`config.mk`:
```
export PLATFORM = sky130hd
export DESIGN_NAME = char_packer
export DESIGN_NICKNAME = d
export VERILOG_FILES = /design/src/rtl/pk_pkg.sv /design/src/rtl/pk_src_sel.sv /design/src/rtl/pk_hold.sv /design/src/rtl/pk_emit.sv /design/src/rtl/char_packer.sv
export SDC_FILE = /design/constraint.sdc
export NUM_CORES = 1
export LEC_CHECK = 0
export ABC_AREA = 1
export BUFFER_PORTS_ARGS = -buffer_cell sky130_fd_sc_hd__buf_2
export CAP_MARGIN = 5
export CORE_ASPECT_RATIO = 1.2
export CORE_MARGIN = 2
export CORE_UTILIZATION = 60
export DETAILED_ROUTE_END_ITERATION = 10
export PLACE_DENSITY = 0.82
export REMOVE_ABC_BUFFERS = 1
export SLEW_MARGIN = 20
export SYNTH_ARGS = -nofsm -noshare
export SYNTH_HDL_FRONTEND = slang
export SYNTH_SLANG_ARGS = --single-unit
```
`constraint.sdc`:
```
create_clock -name clk -period 4.7 [get_ports clk]
set_input_delay 0.47 -clock clk [delete_from_list [all_inputs] [get_ports clk]]
set_output_delay 0.47 -clock clk [all_outputs]
set_load 0.005 [all_outputs]
```
`src/rtl/pk_pkg.sv`:
```
package pk_pkg;
  // where the byte offered this cycle comes from
  typedef enum logic [2:0] {
    SRC_IDLE  = 3'd0,
    SRC_FILL  = 3'd1,
    SRC_HOLD  = 3'd2,
    SRC_MERGE = 3'd3,
    SRC_PAD   = 3'd4
  } pk_src_e;

  localparam logic [7:0] FILL_K285 = 8'hBC;
endpackage

```
`src/rtl/pk_src_sel.sv`:
```
module pk_src_sel
  import pk_pkg::*;
#(
  parameter int BYTE_W = 8,
  parameter int CNT_W  = 5
) (
  input  logic [CNT_W-1:0] cnt,
  input  logic             fill_pend,
  input  logic             fifo_empty,
  output pk_src_e          src
);
  localparam logic [CNT_W-1:0] FULL = CNT_W'(BYTE_W);

  always_comb begin
    if (fill_pend)        src = SRC_FILL;
    else if (cnt >= FULL) src = SRC_HOLD;
    else if (!fifo_empty) src = SRC_MERGE;
    else if (cnt != '0)   src = SRC_PAD;
    else                  src = SRC_IDLE;
  end
endmodule

```
`src/rtl/pk_hold.sv`:
```
module pk_hold
  import pk_pkg::*;
#(
  parameter int BYTE_W = 8,
  parameter int CHAR_W = 10,
  parameter int RES_W  = 16,
  parameter int CNT_W  = 5
) (
  input  logic             clk,
  input  logic             rst,
  input  logic             fire,
  input  pk_src_e          src,
  input  logic [RES_W-1:0] merged_hi,
  output logic [RES_W-1:0] res,
  output logic [CNT_W-1:0] cnt,
  output logic             fill_pend
);
  localparam logic [CNT_W-1:0] STEP = CNT_W'(CHAR_W - BYTE_W);
  localparam logic [CNT_W-1:0] FULL = CNT_W'(BYTE_W);

  always_ff @(posedge clk) begin
    if (rst) begin
      res       <= '0;
      cnt       <= '0;
      fill_pend <= 1'b0;
    end else if (fire) begin
      unique case (src)
        SRC_FILL: begin
          res       <= '0;
          cnt       <= '0;
          fill_pend <= 1'b0;
        end
        SRC_HOLD: begin
          res <= res >> BYTE_W;
          cnt <= cnt - FULL;
        end
        SRC_MERGE: begin
          res <= merged_hi;
          cnt <= cnt + STEP;
        end
        SRC_PAD: begin
          res       <= '0;
          cnt       <= '0;
          fill_pend <= 1'b1;
        end
        default: ;
      endcase
    end
  end
endmodule

```
`src/rtl/pk_emit.sv`:
```
module pk_emit
  import pk_pkg::*;
#(
  parameter int BYTE_W = 8,
  parameter int RES_W  = 16,
  parameter int CNT_W  = 5,
  parameter logic [BYTE_W-1:0] FILL_CODE = FILL_K285
) (
  input  pk_src_e           src,
  input  logic [RES_W-1:0]  res,
  input  logic [CNT_W-1:0]  cnt,
  input  logic [BYTE_W-1:0] merged_lo,
  output logic [BYTE_W-1:0] data,
  output logic              ctrl,
  output logic              valid
);
  // keep only the pending residual bits, zeros above them
  function automatic logic [BYTE_W-1:0] pad_byte(input logic [RES_W-1:0] r,
                                                 input logic [CNT_W-1:0] n);
    logic [RES_W-1:0] mask;
    mask = (RES_W'(1) << n) - RES_W'(1);
    return BYTE_W'(r & mask);
  endfunction

  always_comb begin
    data  = '0;
    ctrl  = 1'b0;
    valid = 1'b1;
    unique case (src)
      SRC_FILL:  begin data = FILL_CODE; ctrl = 1'b1; end
      SRC_HOLD:  data = res[BYTE_W-1:0];
      SRC_MERGE: data = merged_lo;
      SRC_PAD:   data = pad_byte(res, cnt);
      default:   valid = 1'b0;
    endcase
  end
endmodule

```
`src/rtl/char_packer.sv`:
```
module char_packer
  import pk_pkg::*;
#(
  parameter int CHAR_W = 10,
  parameter int BYTE_W = 8,
  parameter logic [BYTE_W-1:0] FILL_CODE = FILL_K285
) (
  input  logic              clk,
  input  logic              rst,
  input  logic [CHAR_W-1:0] fifo_data,
  input  logic              fifo_empty,
  output logic              fifo_rd,
  output logic [BYTE_W-1:0] out_data,
  output logic              out_valid,
  input  logic              out_ready,
  output logic              out_ctrl
);
  localparam int RES_W  = 2 * BYTE_W;
  localparam int CNT_W  = $clog2(RES_W + 1);
  localparam int COMB_W = CHAR_W + BYTE_W;

  pk_src_e          src;
  logic [RES_W-1:0] res;
  logic [CNT_W-1:0] cnt;
  logic             fill_pend;
  logic [RES_W-1:0] merged_hi;
  logic [BYTE_W-1:0] merged_lo;
  logic             fire;

  // named events for the checks
  logic pad_taken, fill_taken, hold_taken, read_taken;

  // head character shifted above the pending residual bits
  function automatic logic [COMB_W-1:0] merge(input logic [CHAR_W-1:0] ch,
                                              input logic [RES_W-1:0]  r,
                                              input logic [CNT_W-1:0]  n);
    return (COMB_W'(ch) << n) | COMB_W'(r[BYTE_W-1:0]);
  endfunction

  logic [COMB_W-1:0] comb;
  assign comb      = merge(fifo_data, res, cnt);
  assign merged_lo = comb[BYTE_W-1:0];
  assign merged_hi = RES_W'(comb >> BYTE_W);

  pk_src_sel #(.BYTE_W(BYTE_W), .CNT_W(CNT_W)) u_sel (
    .cnt(cnt), .fill_pend(fill_pend), .fifo_empty(fifo_empty), .src(src)
  );

  pk_emit #(.BYTE_W(BYTE_W), .RES_W(RES_W), .CNT_W(CNT_W),
            .FILL_CODE(FILL_CODE)) u_emit (
    .src(src), .res(res), .cnt(cnt), .merged_lo(merged_lo),
    .data(out_data), .ctrl(out_ctrl), .valid(out_valid)
  );

  assign fire = out_valid && out_ready;

  pk_hold #(.BYTE_W(BYTE_W), .CHAR_W(CHAR_W), .RES_W(RES_W),
            .CNT_W(CNT_W)) u_hold (
    .clk(clk), .rst(rst), .fire(fire), .src(src), .merged_hi(merged_hi),
    .res(res), .cnt(cnt), .fill_pend(fill_pend)
  );

  assign read_taken = fire && (src == SRC_MERGE);
  assign pad_taken  = fire && (src == SRC_PAD);
  assign fill_taken = fire && (src == SRC_FILL);
  assign hold_taken = fire && (src == SRC_HOLD);
  assign fifo_rd    = read_taken;


  no_empty_read_chk: assert property (@(posedge clk) disable iff (rst)
    fifo_rd |-> (!fifo_empty && out_valid && out_ready));


  fill_follows_pad_chk: assert property (@(posedge clk) disable iff (rst)
    pad_taken |=> (out_valid && out_ctrl && out_data == FILL_CODE));


  phase_restart_chk: assert property (@(posedge clk) disable iff (rst)
    fill_taken |=> (cnt == '0 && !out_ctrl));


  ctrl_only_fill_chk: assert property (@(posedge clk) disable iff (rst)
    out_ctrl |-> (out_data == FILL_CODE && fill_pend));


  stall_hold_chk: assert property (@(posedge clk) disable iff (rst)
    (out_valid && !out_ready) |=> ($stable(cnt) && $stable(res) && $stable(fill_pend)));


  hold_no_read_chk: assert property (@(posedge clk) disable iff (rst)
    hold_taken |-> !fifo_rd);


  idle_quiet_chk: assert property (@(posedge clk) disable iff (rst)
    (fifo_empty && cnt == '0 && !fill_pend) |-> !out_valid);
endmodule

```
Word-level counts from Yosys, hierarchy flattened

Index checks and enable logic that the tools add are counted.
Widths: inputs -> output; s select.

Flip-flop bits (word level): 22
Input bits: 14
Output and inout port bits: 11
Word-level logic and storage cells: 34

Add/subtract/negate cells: 3
Order comparisons: 1
Equality and inequality tests: 4
Shift operators: 2
Mux-type cells: 10
Bitwise operators: 2
Reductions and logical operators: 9

Operators with widths:

| cell                | count |
|---|---|
| $pmux 16 s3         | 1 |
| $pmux 8 s4          | 1 |
| $or 18x8->18        | 1 |
| $shl 10x5->18       | 1 |
| $pmux 5 s3          | 1 |
| $mux 3              | 4 |
| $and 8x8->8         | 1 |
| $shl 1x5->8 const A | 1 |
| $sub 8x2->8 const B | 1 |
| $eq 3x2->1 const B  | 2 |
| $add 5x2->5 const B | 1 |
| $ge 5x4->1 const B  | 1 |
| $reduce_bool 5->1   | 1 |
| $sub 5x4->5 const B | 1 |
| $reduce_and 2->1    | 2 |
| $reduce_or 4->1     | 1 |
| $eq 3x1->1 const B  | 1 |
| $eq 3x3->1 const B  | 1 |
| $reduce_bool 3->1   | 1 |
| $logic_and 1x1->1   | 2 |
| $mux 1              | 2 |
| $pmux 1 s2          | 1 |
| $reduce_bool 2->1   | 1 |
| $reduce_or 2->1     | 1 |

Logic depth before layout (Yosys ltp)

Depth after elaboration: 10
Gate-level depth with buffers: 12
Depth with buffers taken out: 11

Hierarchy

From an unflattened synthesis, not the netlist that was laid out.

Cell total of the unflattened synthesis: 365
Area, all modules: 2248.4 um^2

By module, submodules not included:

| module      | instances | cells each | area an instance (um^2) | sequential area each (um^2) |
|---|---|---|---|---|
| pk_hold     | 1         | 141        | 1014.7                  | 420.4 |
| char_packer | 1         | 136        | 783.3                   | 0.0 |
| pk_emit     | 1         | 76         | 400.4                   | 0.0 |
| pk_src_sel  | 1         | 12         | 50.0                    | 0.0 |

Least setup slack after synthesis

OpenSTA, ideal clock, no wires.

Kind: reg-to-output
Start: register u_hold.cnt[4]
End: output port out_data[1]
Data arrival time: 1.403 ns
Required time: 4.230 ns
Path slack: 2.827 ns
Cell stages (with the launch flop): 10
Buffers on the path: 1
Cells stage by stage: dfxtp_1 buf_6 inv_1 ha_1 nand3_4 inv_2 nand2_4 nor2_8 a21oi_1 a21oi_1

Cells in the longest elaborated chain, start to end: 7
Elaborated cells between the ends (all ways): 16
Those cells by class: add/sub: 1; order compare: 1; eq/ne: 4; shift: 2; mux: 5; bitwise: 2; reduce/logical: 1

Ends and longest elaborated chain:

| item                                                               | RTL line          | RTL |
|---|---|---|
| start, declared                                                    | pk_hold.sv:15     | `output logic [CNT_W-1:0] cnt,` |
| start signal, assigned                                             | pk_hold.sv:35     | `cnt <= cnt - FULL;` |
| start signal, assigned                                             | pk_hold.sv:39     | `cnt <= cnt + STEP;` |
| parallel branches: the longest is 6 deep, another holds $ge 5x4->1 | n/a               |  |
| $pmux 8 s4 (*)                                                     | pk_emit.sv:29     | `unique case (src)` |
| end, declared                                                      | char_packer.sv:13 | `output logic [BYTE_W-1:0] out_data,` |

Every way passes the cells marked *.

Worst setup path in the final report

Start: register u_hold.cnt[4]
End: output port out_data[3]

The elaborated chain is that of the path after synthesis.

==> summary.md <==
| Metric | Value |
|---|---|
| Io pins | 25 |
| Syn Std Cell Area | 1594 sq um |
| Crit Path Max Fanout | 7 |
| Pwr dens | 298.7 nW/um^2 |
| RR Startpoint | u_hold.cnt[4]$_SDFFE_PP0P_ |
| Hold WS | 448.2 ps |
| HPWL Detailed | 3432 microns |
| CTS sink count | 15 |
| First-pass iteration count of the detailed router | 4 |
| Std-Cell Rows | 20 |
| TritonCTS buffer count | 3 |
| Diodes inserted | 0 |
| Pin count of the biggest net entering global routing | 21 |
| # setup viols final | 0 |
| Die area | 3086 sq um |
| Synth Area per Inst | 5.926 sq um |
| Largest cells by area after synthesis | nand2_1, dfxtp_1, nand3_1 |
| Initial antenna violation count | 0 |
| Min-delay worst type | input port to register |
| Total number of yosys warnings | 0 |
| Setup tns final | 0 ps |
| Wire per inst | approximately 13 microns |
| Status | completed |
| Routed wire length | 4296 microns |
| Worst-Margin Slew | 742.4 ps |
| Synthesis-stage register bit count | 15 |
| Initial Utilization | 0.6307 |
| Final net count | 304 |
| Top cell type by total area after synthesis | nand2_1 |
| CORE AREA | 2527 sq um |
| Final RePlAce weighted congestion | 0.9640 |
| Post-CTS Setup Bufs | 0 |
| Layout area overhead | 6.986% |
| Port buffer count | 24 |
| Fmax | between 300 and 400 MHz |
| Layout cells sized above 1 | 0.1678 |
| CP Capture Type | primary output |
| Async SR Flop Fraction | 0 |
| # hold bufs at CTS | 0 |
| Library cells used by synthesis | 34 |
| Latest clock arrival within the worst-skew pair | 290 ps |
| Fin Clk Skew | 1.604 ps |
| Cells after Synth | approximately 270 |
| Max-cap violation count | 0 |
| Crit path required time | 4230 ps |
| Root buffer cell | clkbuf_4 |
| Type of origin of the critical path | register |
| Final Hold Fails | 0 |
| CTS H-tree lvls | 1 |
| WS Path Type | register to primary output |
| Post-CTS Resized | 0 |
| DRC viols | 0 |
| Top cell type's share of synthesized area | 0.2237 |
| Die Ht | 60.46 microns |
| First-pass GRT wire length | 7127 microns |
| Die Wd | 51.05 microns |
| Leakage power | between 0.8 and 0.9 nW |
| Worst R2R End | u_hold.cnt[2]$_SDFFE_PP0P_ |
| RSZ-0062 raised after global routing | no |
| Synth top cells by count | nand2_1, nor2_1, nand3_1 |
| Post-route ant nets | 0 |
| Final min period | 2849 ps |
| Fin crit share | 0.6062 |
| Max-slew headroom | 0.5044 |
| Hold EP | u_hold.cnt[2]$_SDFFE_PP0P_ |
| Register area share after synthesis | 0.1884 |
| DR iter-0 viols | 107 |
| Hold wc startpoint | rst |
| Post-synth EDFFs | 0 |
| GRT Total Usage | 0.3085 |
| Vias in the first global route | 1,593 |
| Maximum vdd drop | approximately 0.23 mV |
| CTS clk-pin slew, worst paths | 80 ps |
| CTS tree | done |
| Pins Over Slew Limit | 0 |
| WHS Path Cells | 2 |
| Arr. time, crit path | 2380 ps |
| R2R setup slack | roughly 2500 ps |
| Overflow after GRT | 0 |
| Via-to-Cell Ratio | 5.433 |
| CTS Buffer Depth | 2 |
| Total number of vias | approximately 1,700 |
| Count leader, synth | nand2_1 |
| Worst Reg-to-Reg Cells | 9 |
| Most common flop cell mapped by yosys | dfxtp_1 |
-- critical path, cell delays in order (launching register included) --
cell and delay (ps):
dfxtp_1 680, inv_1 240, ha_1 330, inv_1 120, a21oi_4 60, nor2_1 250
inv_1 70, nand3_1 90, nand2_1 60, o211ai_1 70, buf_2 130
-- area by class of cell --
cell class	instances	area, sq um
multi-input combinational	218	1119
inverter	25	98.84
sequential	15	300.3
clock buffer	4	26.28
tap	33	41.29
timing repair buffer	24	120.1
fill	273	822.0
-- worst max-delay path by stage --
| stage | endpoint | depth (start not counted) | slack, ps | from |
|---|---|---|---|---|
| 6_report | out_data[3] | 10 | 1850 | u_hold.cnt[4]$_SDFFE_PP0P_ |
| 2_1_floorplan | out_data[3] | 9 | 2610 | u_hold.cnt[4]$_SDFFE_PP0P_ |
| 4_1_cts | out_data[3] | 10 | 1870 | u_hold.cnt[4]$_SDFFE_PP0P_ |
| 3_3_place_gp | out_data[3] | 10 | 2160 | u_hold.cnt[4]$_SDFFE_PP0P_ |
| 5_1_grt | out_data[3] | 10 | 1650 | u_hold.cnt[4]$_SDFFE_PP0P_ |
| 3_5_place_dp | out_data[3] | 10 | 2180 | u_hold.cnt[4]$_SDFFE_PP0P_ |
-- registers in the layout, summed over array words and instances (netlist names) --
name,cells
u_hold.cnt,4
u_hold.res,10
u_hold.fill_pend,1
-- report_power, final --
| group | total (W) | internal (W) | switching [W] |
|---|---|---|---|
| clock | 0.0000738 | 0.0000330 | 0.0000408 |
| sequential | 0.000163 | 0.000139 | 0.0000237 |
| combinational | 0.000273 | 0.0000965 | 0.000176 |
-- stage by stage --
step                power (W)  setup slack (ps)  std cells  utilization  instance area, sq um
floorplan           0.0003575              2615        258            -                  1518
global placement    0.0004323              2162        315       0.6644                  1679
detailed placement  0.0004345              2179        315       0.6644                  1679
CTS                 0.0005068              1867        319       0.6748                  1705
global route        0.0005484              1649        319       0.6748                  1705
finish              0.0005094              1851        319       0.6748                  1705
-- cell families after synthesis --
family	count (synthesis)	share of synthesized area
simple gates	174	0.5259
compound gates	36	0.1279
buf+inv	36	0.1099
flops	15	0.1884
xor+xnor	4	0.02198
fa+ha+maj	3	0.02355
other cells	1	0.002353
-- routing by layer --
metal | share of wire | global-route usage | vias up
met5 | 0 | 0 | -
met4 | 0.027 | 0.1351 | 0
met3 | 0.063 | 0.009852 | 11
met2 | 0.47 | 0.5065 | 70
met1 | 0.44 | 0.4271 | 764
li1 | - | - | 888
-- cell usage in the layout, fill, tap and decap left out, types with 3 or more instances in the layout --
master / count
nand2_1: 95
nor2_1: 32
nand3_1: 26
buf_2: 24
inv_1: 22
o21ai_0: 18
dfxtp_1: 15
a21oi_1: 11
nand2_4: 5
nor2_4: 3
o211ai_1: 3
ha_1: 3
clkbuf_4: 3
(Power assumes the default switching activity.)
